--- src/rtl/tdm_arb_pkg.sv ---
package tdm_arb_pkg;
  typedef enum logic {
    OWN_DSP  = 1'b0,
    OWN_HOST = 1'b1
  } owner_e;
endpackage

--- src/rtl/tdm_slot_counter.sv ---
module tdm_slot_counter #(
  parameter int SLOT_BITS = 16,
  parameter int SLOTS     = 32
) (
  input  logic                       clk,
  input  logic                       rst_n,
  input  logic                       bit_en,
  input  logic                       fsync,
  output logic [$clog2(SLOTS)-1:0]     slot_o,
  output logic [$clog2(SLOT_BITS)-1:0] bit_o,
  output logic                       frame_tick_o
);
  localparam int BW = $clog2(SLOT_BITS);
  localparam int SW = $clog2(SLOTS);
  localparam logic [BW-1:0] BIT_LAST  = BW'(SLOT_BITS - 1);
  localparam logic [SW-1:0] SLOT_LAST = SW'(SLOTS - 1);

  logic [BW-1:0] bit_q, bit_d;
  logic [SW-1:0] slot_q, slot_d;
  logic          tick;

  assign tick = bit_en & fsync;

  always_comb begin
    bit_d  = bit_q;
    slot_d = slot_q;
    if (tick) begin
      bit_d  = '0;
      slot_d = '0;
    end else if (bit_en) begin
      if (bit_q == BIT_LAST) begin
        bit_d  = '0;
        slot_d = (slot_q == SLOT_LAST) ? '0 : slot_q + 1'b1;
      end else begin
        bit_d = bit_q + 1'b1;
      end
    end
  end

  always_ff @(posedge clk or negedge rst_n) begin
    if (!rst_n) begin
      bit_q  <= '0;
      slot_q <= '0;
    end else begin
      bit_q  <= bit_d;
      slot_q <= slot_d;
    end
  end

  assign slot_o       = slot_q;
  assign bit_o        = bit_q;
  assign frame_tick_o = tick;
endmodule

--- src/rtl/tdm_slot_map.sv ---
module tdm_slot_map #(
  parameter int SLOTS         = 32,
  parameter int HALF          = 16,
  parameter int CODEC_FIRST   = 0,
  parameter int CODEC_COUNT   = 3,
  parameter int CTRL_POS      = 6,
  parameter int USED_PER_HALF = 12
) (
  input  logic [$clog2(SLOTS)-1:0] slot_i,
  output logic                     is_codec_o,
  output logic                     is_ctrl_o
);
  logic [SLOTS-1:0] codec_map;
  logic [SLOTS-1:0] ctrl_map;

  // One decode bit per slot, built from its position inside its half-frame.
  for (genvar s = 0; s < SLOTS; s++) begin : g_slot
    localparam int POS = s % HALF;
    assign codec_map[s] = (POS >= CODEC_FIRST) && (POS < CODEC_FIRST + CODEC_COUNT)
                          && (POS < USED_PER_HALF);
    assign ctrl_map[s]  = (POS == CTRL_POS) && (POS < USED_PER_HALF);
  end

  assign is_codec_o = codec_map[slot_i];
  assign is_ctrl_o  = ctrl_map[slot_i];
endmodule

--- src/rtl/tdm_own_ctrl.sv ---
module tdm_own_ctrl
  import tdm_arb_pkg::*;
#(
  parameter int GUARD_FRAMES = 1
) (
  input  logic   clk,
  input  logic   rst_n,
  input  logic   frame_tick,
  input  logic   dsp_req,
  output owner_e owner_o,
  output logic   guard_clear_o,
  output logic   synced_o
);
  localparam int GW = $clog2(GUARD_FRAMES + 2);
  localparam logic [GW-1:0] GUARD_LOAD = GW'(GUARD_FRAMES + 1);

  owner_e        owner_q, owner_d;
  logic [GW-1:0] guard_q, guard_d;
  logic          synced_q, synced_d;
  owner_e        req_owner;

  assign req_owner = dsp_req ? OWN_DSP : OWN_HOST;

  always_comb begin
    owner_d  = owner_q;
    guard_d  = guard_q;
    synced_d = synced_q;
    if (frame_tick) begin
      synced_d = 1'b1;
      owner_d  = req_owner;
      if (owner_q == OWN_DSP && req_owner == OWN_HOST) begin
        guard_d = GUARD_LOAD;
      end else if (guard_q != '0) begin
        guard_d = guard_q - 1'b1;
      end
    end
  end

  always_ff @(posedge clk or negedge rst_n) begin
    if (!rst_n) begin
      owner_q  <= OWN_DSP;
      guard_q  <= '0;
      synced_q <= 1'b0;
    end else begin
      owner_q  <= owner_d;
      guard_q  <= guard_d;
      synced_q <= synced_d;
    end
  end

  assign owner_o       = owner_q;
  assign guard_clear_o = (guard_q == '0);
  assign synced_o      = synced_q;
endmodule

--- src/rtl/tdm_slot_arbiter.sv ---
module tdm_slot_arbiter
  import tdm_arb_pkg::*;
#(
  parameter int SLOT_BITS     = 16,
  parameter int SLOTS         = 32,
  parameter int CODEC_FIRST   = 0,
  parameter int CODEC_COUNT   = 3,
  parameter int CTRL_POS      = 6,
  parameter int USED_PER_HALF = 12,
  parameter int GUARD_FRAMES  = 1
) (
  input  logic                     clk,
  input  logic                     rst_n,
  input  logic                     bit_en,
  input  logic                     fsync,
  input  logic                     dsp_mode,
  output logic [$clog2(SLOTS)-1:0] slot_num,
  output logic                     drv_oe,
  output logic                     word_load,
  output logic                     ctrl_slot,
  output logic                     release_cmd,
  output logic                     host_owns
);
  localparam int HALF = SLOTS / 2;
  localparam int BW   = $clog2(SLOT_BITS);
  localparam int SW   = $clog2(SLOTS);

  logic [SW-1:0] slot;
  logic [BW-1:0] bitpos;
  logic          frame_tick;
  logic          is_codec, is_ctrl;
  owner_e        owner;
  logic          guard_clear, synced;

  tdm_slot_counter #(.SLOT_BITS(SLOT_BITS), .SLOTS(SLOTS)) u_cnt (
    .clk          (clk),
    .rst_n        (rst_n),
    .bit_en       (bit_en),
    .fsync        (fsync),
    .slot_o       (slot),
    .bit_o        (bitpos),
    .frame_tick_o (frame_tick)
  );

  tdm_slot_map #(
    .SLOTS(SLOTS), .HALF(HALF), .CODEC_FIRST(CODEC_FIRST),
    .CODEC_COUNT(CODEC_COUNT), .CTRL_POS(CTRL_POS), .USED_PER_HALF(USED_PER_HALF)
  ) u_map (
    .slot_i     (slot),
    .is_codec_o (is_codec),
    .is_ctrl_o  (is_ctrl)
  );

  tdm_own_ctrl #(.GUARD_FRAMES(GUARD_FRAMES)) u_own (
    .clk           (clk),
    .rst_n         (rst_n),
    .frame_tick    (frame_tick),
    .dsp_req       (dsp_mode),
    .owner_o       (owner),
    .guard_clear_o (guard_clear),
    .synced_o      (synced)
  );

  logic host_active;
  assign host_active = synced & (owner == OWN_HOST) & guard_clear;

  assign slot_num    = slot;
  assign host_owns   = host_active;
  assign release_cmd = (owner == OWN_HOST);
  assign ctrl_slot   = synced & is_ctrl;
  assign drv_oe      = synced & (is_ctrl | (is_codec & host_active));
  assign word_load   = drv_oe & (bitpos == '0);
endmodule

--- config.mk ---
export PLATFORM = sky130hd
export DESIGN_NAME = tdm_slot_arbiter
export DESIGN_NICKNAME = d
export VERILOG_FILES = /design/src/rtl/tdm_arb_pkg.sv /design/src/rtl/tdm_slot_counter.sv /design/src/rtl/tdm_slot_map.sv /design/src/rtl/tdm_own_ctrl.sv /design/src/rtl/tdm_slot_arbiter.sv
export SDC_FILE = /design/constraint.sdc
export NUM_CORES = 1
export LEC_CHECK = 0
export BUFFER_PORTS_ARGS = -buffer_cell sky130_fd_sc_hd__buf_2
export CAP_MARGIN = 20
export CORE_MARGIN = 2
export CORE_UTILIZATION = 50
export DETAILED_ROUTE_END_ITERATION = 8
export MAX_ROUTING_LAYER = met4
export PLACE_DENSITY = 0.83
export SKIP_LAST_GASP = 1
export SLEW_MARGIN = 20
export SYNTH_ARGS = -nofsm -noshare
export SYNTH_HDL_FRONTEND = slang
export SYNTH_HIERARCHICAL = 1
export SYNTH_SLANG_ARGS = --single-unit
--- constraint.sdc ---
create_clock -name clk -period 3.92 [get_ports clk]
set_input_delay 0.196 -clock clk [delete_from_list [all_inputs] [get_ports clk]]
set_output_delay 0.196 -clock clk [all_outputs]
set_load 0.05 [all_outputs]
==> impl_metrics.csv, run 1 <==
group,metric,value,unit
outcome,status,"finished, final reports clean",
hold_path,hold_depth,2,
layout,area_growth_syn_to_layout,16.3,%
clock_network,cts_resized,0,
run,max_cap_viol_count,0,
setup_path,timing.rr.start,"u_cnt/slot_o[0]",
logic_synthesis,synth_top_area_frac,0.431,
clock_network,cts-hold-fix-buffers,1,
layout,multi_input_area,407,um2
floorplan,core_area,1450,um2
global_routing,gr-usage-all-layers,0.189,
sta,setup_ws,2.02,ns
detailed_routing,via_count,629,
sta,rsz0062_at_grt,"no",
detailed_routing,detail-route-antenna-nets,0,
detailed_routing,viasPerCell,5.67,
sta,finalSetupViolations,0,
setup_path,path_class,"reg -> out",
clock_network,post-cts-setup-buffer-count,0,
sta,relSlewSlack,0.747,
logic_synthesis,ys_seq_area_frac,0.431,
power,internal_power,241,uW
floorplan,core.rowCount,14,
logic_synthesis,synthesis.nets,86,
detailed_routing,firstDrtPassIters,4,
sta,slew_viol_final,0,
logic_synthesis,synth_ff_type,"dfrtp_1",
logic_synthesis,synth_area,754,um2
layout,nNetsFinal,105,
power,seqPwrFrac,0.421,
placement,dp_worst_setup_slack,2.10,ns
sta,totalNegativeSetupSlack,0,ns
clock_network,cts_buffers,3,
setup_path,worstPathArrival,1.70,ns
global_routing,grt_pass1_wl,2.50,mm
power,power_switching,151,uW
setup_path,r2r_setup_slack,2.06,ns
logic_synthesis,synth-edff-count,0,
setup_path,r2r_cells,5,
floorplan,die_w,42.8,um
hold_path,hold_path_class,"in -> reg",
floorplan,dieArea,1840,um2
logic_synthesis,syn_avg_cell_area,9.80,um2
placement,place_hpwl,1.10,mm
clock_network,clockBufferDepth,2,
clock_network,cts_num_sinks,13,
logic_synthesis,yosysWarnings,6,
layout,seqCellArea,325,um2
layout,n_antenna_cell,0,
sta,skew,0.00848,ns
detailed_routing,routed_wl,1.45,mm
sta,final.min_clock_period,1.90,ns
sta,fmax,526,MHz
sta,worst_pin_slew,0.379,ns
placement,io_buffers,14,
placement,gp_congestion,0.860,
setup_path,required,3.72,ns
setup_path,path_max_fanout,5,
logic_synthesis,synth_cells,77,
setup_path,timing.rr.end,"u_cnt/slot_o[2]",
clock_network,root_buffer,"clkbuf_4",
logic_synthesis,ys_top_cells_by_area,"dfrtp_1 43%, ha_1 6.6%, o21ai_0 5.3%",
global_routing,grt_max_degree,14,
hold_path,hold_end,"u_own/owner_o",
logic_synthesis,async_flop_share,1.00,
global_routing,grt_overflow,0,
setup_path,startpoint_type,"flip-flop",
power,power_density,447,nW/um2
hold_path,min_from,"dsp_mode",
sta,period_share,0.485,
layout,n_fill_cell,138,
floorplan,die_y,42.8,um
clock_network,clk_pin_slew,0.07,ns
clock_network,h-tree-depth,1,
logic_synthesis,ys_seq_elements,13,
clock_network,clkLatencyLatePin,0.28,ns
global_routing,grt_pass1_vias,606,
detailed_routing,drc_errors,0,
clock_network,cts_tree,"done",
power,swShare,0.386,
floorplan,io-pin-count,15,
logic_synthesis,ys_types,31,
setup_path,worstSetupEndpointType,"output pin",
logic_synthesis,synth_top_area_cell,"dfrtp_1",
power,combinationalPowerShare,0.367,
sta,hold_violations,0,
power,power.static_leakage,0.000442,uW
detailed_routing,wire_per_inst,13.1,um
power,ir_worst_vdd,298,uV
global_routing,antenna_found_initial,0,
layout,drive_gt1_frac,0.221,
detailed_routing,dr.first_iter.drc_count,3,
power,p_clk_frac,0.212,
floorplan,start_util,0.519,
per-layer routing:
| metal | global-route usage | routed length (um) | vias to the layer above |
|---|---|---|---|
| met5 | - | 0 | - |
| met4 | 0.113 | 10 | 0 |
| met3 | 0.0638 | 78 | 2 |
| met2 | 0.276 | 718 | 15 |
| met1 | 0.223 | 646 | 293 |
| li1 | - | - | 319 |
synthesized netlist by cell type (2+ instances only):
library cell / instances
a211oi_1: 2
a21oi_1: 5
a31oi_1: 2
and2_1: 2
and3_1: 2
dfrtp_1: 13
ha_1: 4
inv_1: 5
mux2i_1: 3
nand2_1: 5
nand3_1: 2
nand3b_1: 2
nor2_1: 2
nor2b_1: 3
o21ai_0: 8
or4_1: 2
cell type report:
| cell class | instances | share of cell area |
|---|---|---|
| inverters | 5 | 0.0214 |
| clock buffers | 4 | 0.0300 |
| multi-input cells | 58 | 0.464 |
| repair buffers | 15 | 0.0913 |
| well taps | 16 | 0.0228 |
| flip-flops and latches | 13 | 0.371 |
through the flow:
step           instances   util  hold WS [ns]  area [um2]  total power [uW]
2_1_floorplan         77      -       -0.0996         754               276
3_3_place_gp         106  0.578        0.0931         841               303
3_5_place_dp         106  0.578        0.0969         841               314
4_1_cts              111  0.603         0.120         877               397
5_1_grt              111  0.603         0.109         877               418
6_report             111  0.603         0.131         877               392
power groups by stage:
stage	Clock [uW]	Combinational, uW	Sequential (uW)
detailed placement	0	146	168
global placement	0	136	167
global route	92.3	158	168
finish	83.1	144	165
CTS	86.1	146	165
floorplan	0	99.3	177
worst max-delay path: stages, from the launching register on:
cell and delay (ns):
dfrtp_1 0.42, or4_1 0.56, nor3b_2 0.18, buf_2 0.28
worst max path at each step:
| stage | start | end | slack [ns] | cells after the start |
|---|---|---|---|---|
| after floorplan | u_cnt/slot_o[0] | u_cnt/slot_o[3] | 1.93 | 5 |
| after global placement | u_cnt/slot_o[0] | u_cnt/slot_o[2] | 2.15 | 5 |
| after detailed placement | u_cnt/slot_o[0] | u_cnt/slot_o[3] | 2.10 | 5 |
| after CTS | u_cnt/bit_o[1] | word_load | 2.00 | 3 |
| after global routing | u_cnt/slot_o[0] | u_cnt/slot_o[2] | 1.95 | 5 |
| final | u_cnt/bit_o[1] | word_load | 2.02 | 3 |
sequential cells by signal, indices dropped and copies added (netlist names):
signal and flops:
u_cnt/bit_o 4, u_own/synced_o 1, u_own/guard_q 2, u_own/owner_o 1
u_cnt/slot_o 5
cells by family after synthesis:
| kind of cell | count (synthesis) | share of synthesized area |
|---|---|---|
| muxes | 3 | 0.0398 |
| AOI/OAI and AO/OA | 21 | 0.161 |
| adders and majority gates | 4 | 0.0663 |
| DFF | 13 | 0.431 |
| buffers and inverters | 6 | 0.0298 |
| and+or+nand+nor | 30 | 0.272 |
layout by cell type, fill, tap and decap left out, drive strengths merged, types with 2 or more instances in the layout:
cell type and count:
a211oi 2, a21oi 5, a31oi 2, and2 2
and3 2, buf 14, clkbuf 4, dfrtp 13
ha 4, inv 5, mux2i 3, nand2 5
nand3 2, nand3b 2, nand4 2, nor2 2
nor2b 3, o21ai 9, or4 2
Note: power is estimated with default switching activity, not from simulation.
==> run 2: changes to the inputs <==
clock period = 1.95 ns   (was 3.92 ns; I/O delays follow)
==> impl_metrics.csv, run 2 (same netlist as run 1, synthesis figures left out) <==
group,metric,value,unit
layout,nNetsFinal,105,
floorplan,dieArea,1840,um2
detailed_routing,wire_per_inst,12.9,um
sta,rsz0062_at_grt,"no",
floorplan,die_w,42.8,um
power,power,781,uW
outcome,status,"finished, final reports clean",
global_routing,grt_max_degree,14,
sta,slew_viol_final,0,
sta,final.min_clock_period,1.84,ns
global_routing,grt_pass1_wl,2.49,mm
clock_network,post-cts-setup-buffer-count,0,
power,power_switching,299,uW
sta,totalNegativeSetupSlack,0,ns
placement,dp.cells,106,
power,power.static_leakage,0.000439,uW
setup_path,r2r_cells,5,
sta,finalSetupViolations,0,
detailed_routing,via_count,641,
floorplan,core.rowCount,14,
setup_path,worstPathArrival,2.03,ns
sta,whs,0.0338,ns
setup_path,r2r_setup_slack,0.11,ns
detailed_routing,drc_errors,0,
hold_path,hold_path_class,"in -> reg",
clock_network,clockBufferDepth,2,
detailed_routing,viasPerCell,5.77,
global_routing,grt_pass1_vias,592,
setup_path,startpoint_type,"flip-flop",
global_routing,antenna_found_initial,0,
run,max_cap_viol_count,0,
floorplan,die_y,42.8,um
hold_path,hold_end,"u_own/owner_o",
hold_path,min_from,"dsp_mode",
placement,gp_congestion,0.863,
setup_path,required,2.15,ns
sta,worst_pin_slew,0.358,ns
placement,io_buffers,14,
setup_path,path_max_fanout,8,
layout,n_antenna_cell,0,
sta,skew,0.00218,ns
setup_path,path_class,"reg -> reg",
hold_path,hold_depth,2,
sta,period_share,0.942,
clock_network,clkLatencyLatePin,0.27,ns
floorplan,core_area,1450,um2
power,combinationalPowerShare,0.364,
power,seqPwrFrac,0.424,
layout,area_growth_syn_to_layout,16.6,%
layout,drive_gt1_frac,0.242,
setup_path,cp_common_cell,"ha_1",
power,p_clk_frac,0.212,
clock_network,cts_num_sinks,13,
layout,largest_register_ffs,5,
sta,relSlewSlack,0.761,
layout,final_common_cell,"buf_2",
detailed_routing,detail-route-antenna-nets,0,
global_routing,grt_overflow,0,
detailed_routing,routed_wl,1.44,mm
setup_path,crit_slowest_cell,"or4_1",
clock_network,clk_pin_slew,0.08,ns
setup_path,cp_cell_sequence,"ha_1, and3_1, ha_1, or4_1, a21oi_1",
placement,place_hpwl,1.03,mm
layout,layout_common_cells,"14 x buf_2, 11 x dfrtp_1, 8 x o21ai_0",
power,ir_worst_vdd,586,uV
setup_path,timing.rr.end,"u_cnt/slot_o[3]",
clock_network,cts_tree,"done",
clock_network,root_buffer,"clkbuf_4",
detailed_routing,firstDrtPassIters,3,
detailed_routing,dr.first_iter.drc_count,13,
layout,stdcell_count,111,
power,internal_power,482,uW
setup_path,max_stage_delay,0.50,ns
clock_network,h-tree-depth,1,
sta,hold_violations,0,
sta,fmax,544,MHz
power,power_density,888,nW/um2
setup_path,timing.rr.start,"u_cnt/slot_o[0]",
power,swShare,0.383,
floorplan,start_util,0.519,
clock_network,cts_buffers,3,
floorplan,io-pin-count,15,
global_routing,gr-usage-all-layers,0.188,
setup_path,worstSetupEndpointType,"flip-flop",
run 2: worst max-delay path by stage:
stage	from	endpoint	slack [ns]	cells past startpoint
floorplan	u_cnt/slot_o[2]	drv_oe	0.08	3
global placement	u_cnt/slot_o[0]	u_cnt/slot_o[2]	0.20	5
detailed placement	u_cnt/slot_o[0]	u_cnt/slot_o[3]	0.16	5
CTS	u_cnt/slot_o[0]	u_cnt/slot_o[3]	0.14	5
global route	u_cnt/slot_o[0]	u_cnt/slot_o[3]	0.04	5
finish	u_cnt/slot_o[0]	u_cnt/slot_o[3]	0.11	5
run 2: area by class of cell:
type                       instances  area (um2)
tap                               16        20.0
timing repair buffer              15        80.1
sequential                        13         328
multi-input combinational         58         407
inverter                           5        18.8
fill                             133         574
clock buffer                       4        26.3
run 2: worst max-delay path, delay by kind of cell, from the launching register on:
kind	cells	cell delay, ns
AND/OR/NAND/NOR	2	0.69
adder cells (fa/ha/maj)	2	0.46
AO/OA/AOI/OAI	1	0.16
flip-flops	1	0.45
run 2: power groups by stage:
stage	logic [uW]	registers [uW]	clock network [uW]
global route	320	337	186
detailed placement	285	337	0
floorplan	200	355	0
finish	284	331	166
global placement	273	336	0
CTS	288	332	172
run 2: timing repair:
action / CTS / global route
hold buffers: 1 / 0
endpoints found under the hold margin: 13 / 0
gates resized for setup: 0 / 0
run 2: through the flow:
step / util / worst slack (ns) / cell area [um2]
floorplan: - / 0.0756 / 757
global placement: 0.580 / 0.197 / 843
finish: 0.605 / 0.113 / 880
detailed placement: 0.580 / 0.160 / 843
global route: 0.605 / 0.0428 / 880
CTS: 0.605 / 0.142 / 880
run 2: layer usage:
layer | up-vias | track usage | share of wire
li1 | 324 | - | -
met1 | 302 | 0.226 | 0.46
met2 | 13 | 0.288 | 0.50
met3 | 2 | 0.0383 | 0.040
met4 | 0 | 0.113 | 0.0070
met5 | - | - | 0
==> run 3: changes to the inputs <==
CTS_BUF_LIST = sky130_fd_sc_hd__clkbuf_4 sky130_fd_sc_hd__clkbuf_8 sky130_fd_sc_hd__clkbuf_16   (was default)
CTS_CLUSTER_SIZE = 40   (was default)
==> impl_metrics.csv, run 3 (same netlist as run 1, synthesis figures left out) <==
group,metric,value,unit
power,ir_worst_vdd,588,uV
sta,whs,0.0280,ns
global_routing,busiest_layer,"met2",
global_routing,grt_overflow,0,
layout,utilization,0.608,
layout,n_fill_cell,132,
clock_network,cts_buffers,3,
floorplan,dieArea,1840,um2
sta,period_share,0.942,
setup_path,startpoint_type,"flip-flop",
run,max_cap_viol_count,0,
layout,largest_register_ffs,5,
power,power_density,908,nW/um2
clock_network,root_buffer,"clkbuf_4",
sta,relSlewSlack,0.754,
placement,io_buffers,14,
sta,slew_viol_final,0,
layout,stdcell_count,111,
hold_path,hold_path_class,"in -> reg",
floorplan,start_util,0.519,
layout,final_common_cell,"buf_2",
setup_path,required,2.16,ns
setup_path,worstSetupEndpointType,"flip-flop",
sta,fmax,545,MHz
placement,gp_congestion,0.863,
global_routing,use_met3,0.0383,
setup_path,path_max_fanout,8,
detailed_routing,drc_errors,0,
detailed_routing,dr.first_iter.drc_count,12,
clock_network,clockBufferDepth,2,
global_routing,grt_max_degree,14,
global_routing,gr-usage-all-layers,0.192,
sta,hold_violations,0,
global_routing,antenna_found_initial,0,
sta,totalNegativeSetupSlack,0,ns
power,power.static_leakage,0.000442,uW
sta,setup_ws,0.114,ns
layout,area_growth_syn_to_layout,17.1,%
detailed_routing,routed_wl,1.46,mm
detailed_routing,firstDrtPassIters,4,
layout,nNetsFinal,105,
detailed_routing,wire_per_inst,13.2,um
clock_network,cts_num_sinks,13,
setup_path,path_class,"reg -> reg",
floorplan,die_y,42.8,um
sta,skew,0.00600,ns
detailed_routing,detail-route-antenna-nets,0,
setup_path,worstPathArrival,2.04,ns
floorplan,core_area,1450,um2
clock_network,clk_pin_slew,0.08,ns
global_routing,met1_usage,0.226,
layout,layout_common_cells,"14 x buf_2, 11 x dfrtp_1, 8 x o21ai_0",
placement,dp.cells,106,
floorplan,die_w,42.8,um
global_routing,use_met2,0.291,
clock_network,cts_tree,"done",
placement,place_hpwl,1.03,mm
outcome,status,"finished, final reports clean",
detailed_routing,viasPerCell,5.84,
setup_path,r2r_setup_slack,0.11,ns
sta,final.min_clock_period,1.84,ns
clock_network,cts_resized,0,
layout,n_antenna_cell,0,
sta,worst_pin_slew,0.368,ns
layout,drive_gt1_frac,0.253,
floorplan,core.rowCount,14,
floorplan,io-pin-count,15,
clock_network,clkLatencyLatePin,0.28,ns
sta,finalSetupViolations,0,
sta,rsz0062_at_grt,"no",
global_routing,grt_pass1_vias,597,
global_routing,grt_pass1_wl,2.51,mm
clock_network,h-tree-depth,1,
placement,dp_worst_setup_slack,0.160,ns
detailed_routing,via_count,648,
## run 3: cell count changes in the layout (fill, tap and decap cells not counted)
cell | previous run | this run
clkbuf_4 | 3 | 4
clkbuf_1 | 1 | 0
## run 3: layer usage
metal	wire length, um	up-vias	share of wire
met5	0	-	0
met4	25	0	0.017
met3	61	4	0.042
met2	725	15	0.50
met1	649	306	0.44
li1	-	323	-
## run 3: path summary, 6_finish.rpt
path / endpoint / depth (start not counted) / startpoint
max in group asynchronous: u_cnt/slot_o[0] / 2 / rst_n
min in group asynchronous: u_cnt/slot_o[3] / 2 / rst_n
min: u_own/owner_o / 2 / dsp_mode
max reg2reg: u_cnt/slot_o[3] / 5 / u_cnt/slot_o[0]
max: u_cnt/slot_o[3] / 5 / u_cnt/slot_o[0]
min reg2reg: u_own/guard_q[1] / 1 / u_own/guard_q[1]
## run 3: power breakdown
group          switching (uW)  total [uW]  internal (uW)  leakage (uW)
Clock                    92.6         186           93.3     0.0000184
Combinational             186         285           99.6      0.000260
Sequential               27.8         331            303      0.000163
Total                     306         802            496      0.000442
## run 3: critical path, stage by stage (launching register included)
cell	delay, ns
dfrtp_2	0.45
ha_1	0.23
and3_1	0.19
ha_1	0.22
or4_1	0.51
a21oi_1	0.16
## run 3: layout make-up
| cell class | instances | area, um2 | area share |
|---|---|---|---|
| Clock buffer | 4 | 30.0 | 0.0340 |
| Inverter | 5 | 18.8 | 0.0212 |
| Multi-Input combinational cell | 58 | 407 | 0.460 |
| Sequential cell | 13 | 328 | 0.371 |
| Tap cell | 16 | 20.0 | 0.0227 |
| Timing Repair Buffer | 15 | 80.1 | 0.0907 |
## run 3: metrics by stage
stage / area, um2 / power (uW)
5_1_grt: 883 / 859
3_5_place_dp: 843 / 622
2_1_floorplan: 757 / 555
6_report: 883 / 802
3_3_place_gp: 843 / 609
4_1_cts: 883 / 811
## run 3: repair_timing
item | CTS | global route
endpoints found under the hold margin | 13 | 0
buffers inserted | 0 | 0
hold buffers | 1 | 0
